<file path="src/rtl/i2c_dma_hs.sv">
module i2c_dma_hs (
  input  logic clk,
  input  logic rst_n,
  input  logic cfg_dma_en,
  input  logic cfg_last,
  input  logic cfg_rx,
  input  logic cfg_ack,
  input  logic cfg_tc_ie,
  input  logic data_phase,
  input  logic dr_empty_ev,
  input  logic dr_full_ev,
  input  logic dma_wr,
  input  logic dma_rd,
  input  logic dma_eot,
  input  logic dma_eot_m1,
  input  logic rx_byte_start,
  input  logic byte_done,
  input  logic sw_stop,
  input  logic sw_tc_clr,
  output logic dma_req,
  output logic dr_empty,
  output logic dr_full,
  output logic tc_flag,
  output logic tc_irq,
  output logic ack_out,
  output logic stop_go
);

  logic empty_set, full_set, nack_arm, arm_set, stop_pend, stop_ok;

  assign empty_set = dr_empty_ev & data_phase & ~cfg_rx;
  assign full_set  = dr_full_ev  & data_phase &  cfg_rx;
  assign arm_set   = dma_eot_m1 & cfg_rx & cfg_last;
  assign stop_ok   = cfg_rx | (~cfg_dma_en & byte_done);

  always_ff @(posedge clk or negedge rst_n) begin
    if (!rst_n) begin
      dr_empty  <= 1'b0;
      dr_full   <= 1'b0;
      tc_flag   <= 1'b0;
      nack_arm  <= 1'b0;
      ack_out   <= 1'b0;
      stop_pend <= 1'b0;
    end else begin
      dr_empty  <= empty_set | (dr_empty & ~dma_wr);
      dr_full   <= full_set  | (dr_full  & ~dma_rd);
      tc_flag   <= dma_eot   | (tc_flag  & ~sw_tc_clr);
      nack_arm  <= arm_set   | (nack_arm & ~rx_byte_start);
      if (rx_byte_start) ack_out <= nack_arm ? 1'b0 : cfg_ack;
      stop_pend <= sw_stop | (stop_pend & ~stop_go);
    end
  end

  assign dma_req = cfg_dma_en & (cfg_rx ? dr_full : dr_empty);
  assign tc_irq  = tc_flag & cfg_tc_ie;
  assign stop_go = stop_pend & stop_ok;

  p_wr_clears_r1: assert property (@(posedge clk) disable iff (!rst_n)
    dma_wr && !dr_empty_ev |=> !dr_empty);
  p_rd_clears_r2: assert property (@(posedge clk) disable iff (!rst_n)
    dma_rd && !dr_full_ev |=> !dr_full);
  p_req_gone_r3: assert property (@(posedge clk) disable iff (!rst_n)
    $fell(cfg_dma_en) |-> !dma_req);
  p_ctrl_phase_r4: assert property (@(posedge clk) disable iff (!rst_n)
    !data_phase |=> !$rose(dr_empty) && !$rose(dr_full));
  p_eot_sets_r5: assert property (@(posedge clk) disable iff (!rst_n)
    dma_eot |=> tc_flag);
  p_nack_load_r6: assert property (@(posedge clk) disable iff (!rst_n)
    rx_byte_start && nack_arm |=> !ack_out);
  p_ack_hold_r8: assert property (@(posedge clk) disable iff (!rst_n)
    !rx_byte_start |=> $stable(ack_out));
  p_stop_kept_r9: assert property (@(posedge clk) disable iff (!rst_n)
    stop_pend && !stop_go |=> stop_pend);
  p_stop_once_r9: assert property (@(posedge clk) disable iff (!rst_n)
    stop_go && !sw_stop |=> !stop_go);

endmodule

</file>
<file path="config.mk">
export PLATFORM = sky130hd
export DESIGN_NAME = i2c_dma_hs
export DESIGN_NICKNAME = d
export VERILOG_FILES = /design/src/rtl/i2c_dma_hs.sv
export SDC_FILE = /design/constraint.sdc
export NUM_CORES = 1
export LEC_CHECK = 0
export BUFFER_PORTS_ARGS = -buffer_cell sky130_fd_sc_hd__buf_2
export CORE_AREA = 2 2 39 41
export DETAILED_ROUTE_END_ITERATION = 8
export DIE_AREA = 0 0 41 43
export GPL_TIMING_DRIVEN = 0
export PLACE_DENSITY_LB_ADDON = 0.12
export SLEW_MARGIN = 20
export SYNTH_ARGS = -nofsm -noshare
export SYNTH_HDL_FRONTEND = slang
export SYNTH_SLANG_ARGS = --single-unit
</file>
<file path="constraint.sdc">
create_clock -name clk -period 0.8 [get_ports clk]
set_clock_uncertainty 0.1 [all_clocks]
set_input_delay 0.16 -clock clk [delete_from_list [all_inputs] [get_ports clk]]
set_output_delay 0.16 -clock clk [all_outputs]
set_load 0.1 [all_outputs]
</file>
==> impl_metrics.yaml <==
synth:
  netlist_area_um2: 267.8
  syn-instance-count: 26
  synth_compound_area_share_pct: 17.76
  synth_edf_count: 0
  muxShareOfSynthArea_pct: 3.738
  synth.top_cells.by_area: "dfrtp_1, nor2b_1, inv_1, mux2i_1, nand3_1"
  synthArstFlopShare_pct: 100.0
  ys_seq_area_share_pct: 56.07
  yosysTopAreaCell: "dfrtp_1"
  synth_nets: 44
  synth_xor_area_share_pct: 0
  synthAdderAreaFrac_pct: 0
  synth-simple-area-share_pct: 16.82
  ys_ff_latch: 6
  synth_top_family_by_area: "compound AO/OA/AOI/OAI gates"
  synthFlopType: "dfrtp_1"
  yosys.area.top_type_share_pct: 56.07
  synth_most_common_cell: "dfrtp_1"
  synthDistinctLibCells: 14
  synth_warnings: 0
  synth.top_cells.by_count: "dfrtp_1, inv_1, nor2b_1"
  syn_area_per_cell_um2: 10.30
critical_path:
  path_delay_family: "flip-flops"
  path_class: "reg -> out"
  crit_start: "dr_full"
  r2r-start: "dr_empty"
  cp_data_arrival_time_ns: 1.11
  max_stage_delay_ns: 0.48
  path_buf_inv: 1
  cp_data_required_time_ns: 0.54
  cp_cell_sequence: "mux2i_4 -> nor2b_4 -> buf_12"
  startpoint_type: "register"
  crit_fanout: 2
  critPathSlowestCell: "dfrtp_4"
  cp-end-kind: "primary output"
floorplan:
  coreArea_mm2: 0.001384
  dieArea_mm2: 0.001763
  num_rows: 14
  die_w_um: 41
  ioPinCount: 25
  die_h_um: 43
  start_util_pct: 19.35
route:
  wl_met1_um: 273
  viasPerCell: 4.160
  drc_errors: 0
  wl_met2_um: 385
  wl_um: 713
  drt_iter0_drc: 3
  routedWlPerCell_um: 9.507
  vias: 312
  drtAntennaViolNets: 0
  wl_met3_um: 54
  highest_layer: "met3"
  dr.pass1.iters: 2
clock_network:
  clk-insertion-delay-late_ns: 0.24
  cts.sinks: 6
  path_clk_slew_ns: 0.05
  clockBufferDepth: 2
  cts_root_buffer: "clkbuf_4"
  cts_tree: "done"
  numCtsBuffers: 3
  htreeDepth: 1
  ctsHoldBuffers: 1
status:
  violations: "hold timing, setup timing"
  status: "finished, violations left"
grt:
  grt_max_degree: 7
  grt_usage_pct: 9.798
  antenna_found_initial: 0
  grt_pass1_wl_um: 1186
  overflow: 0
  grt_pass1_vias: 334
timing:
  worst_slack_ns: -0.5696
  max_freq_mhz: 730.1
  maxSlewViolCount: 0
  rsz0062_at_grt: "true"
  whs_ns: -0.02840
  worst_slew_pin_slew_ns: 0.1538
  min_period_ns: 1.370
  final.setup.tns_ns: -3.937
  hold_violations: 1
  setup_violations: 11
  relSlewSlack_pct: 89.53
  fin_crit_sh_pct: 171.2
layout:
  fillers: 134
  num-nets-final: 78
  diodes: 0
  syn_to_final_growth_pct: 138.3
  drive_gt1_share_pct: 72.88
min_path:
  hold_path.class: "in -> reg"
  min_from: "dma_rd"
placement:
  place_ws_ns: -0.5046
  routabilityCongestion: 0.5636
  port_buffers: 24
  hpwl_um: 528.5
power:
  p_int_mw: 0.7389
  power_frac_seq_pct: 31.1
  ir_drop_mv: 0.7150
  switching_share_pct: 36.20
  p_leak_nw: 0.3028
  pwr-share-clk_pct: 26.1
  power.density_mw_per_mm2: 1815
  p_comb_share_pct: 42.8
  power.switching_mw: 0.4192
run:
  drv_cap: 0
[metal layers]
layer | track usage (%) | vias to the layer above
met5 | 0 | -
met4 | 4.000 | 0
met3 | 3.665 | 0
met2 | 16.88 | 12
met1 | 9.836 | 145
li1 | - | 155
[state kept, by name, indices dropped and copies added, names as in the netlist]
name,flops
dr_empty,1
nack_arm,1
tc_flag,1
dr_full,1
ack_out,1
stop_pend,1
[cells in the final DEF (no fill, tap or decap), drive strengths merged]
master	Yosys	layout
buf	0	28
o22ai	1	1
dlygate4sd3	0	1
nor2b	3	3
inv	4	4
o21ai	2	2
nand2b	1	1
a31o	1	1
mux2i	1	1
o21a	1	1
dfrtp	6	6
nand3	2	2
clkbuf	0	4
nand2	1	1
and2	1	1
o21bai	1	1
a21o	1	1
[repair_timing]
| action | CTS | global route |
|---|---|---|
| pin swaps | 1 | 0 |
| gates resized for setup | 27 | 4 |
| gates cloned | 0 | 0 |
| setup buffers | 3 | 1 |
| setup endpoints to repair | 11 | 11 |
| endpoints found under the hold margin | 8 | 1 |
[kinds of logic after synthesis]
| family | Yosys count |
|---|---|
| AOI/OAI and AO/OA | 7 |
| DFF | 6 |
| and+or+nand+nor | 8 |
| buffers and inverters | 4 |
| muxes | 1 |
[path summary, 6_finish.rpt]
| kind | to | slack [ns] | cells after the start |
|---|---|---|---|
| max in group asynchronous | tc_flag | 0.25 | 2 |
| max | dma_req | -0.57 | 3 |
| min in group asynchronous | ack_out | 0.18 | 2 |
| min | dr_full | -0.03 | 2 |
| min reg2reg | nack_arm | 0.44 | 2 |
| max reg2reg | dr_empty | -0.28 | 4 |
[layout make-up]
class                   instances  area, um^2  share of cell area, %
well taps                      16       20.02                  3.137
clock buffers                   4       26.28                  4.118
multi-input cells              16       142.6                  22.35
repair buffers                 29       269.0                  42.16
flip-flops and latches          6       165.2                  25.88
inverters                       4       15.01                  2.353
[per-stage QoR]
stage	cells	util, %	power, mW	instance area [um^2]
6_report	75	46.11	1.158	638.1
5_1_grt	75	46.11	1.220	638.1
4_1_cts	74	44.39	1.163	614.3
3_5_place_dp	66	32.91	0.7232	455.4
3_3_place_gp	66	32.91	0.7211	455.4
2_1_floorplan	26	-	0.6354	315.3
[power by group through the flow]
stage	clock, mW	combinational [mW]	sequential [mW]
4_1_cts	0.324	0.479	0.361
5_1_grt	0.337	0.520	0.364
2_1_floorplan	0	0.147	0.488
3_3_place_gp	0	0.358	0.363
3_5_place_dp	0	0.360	0.363
6_report	0.303	0.495	0.360
(Power assumes the default switching activity.)
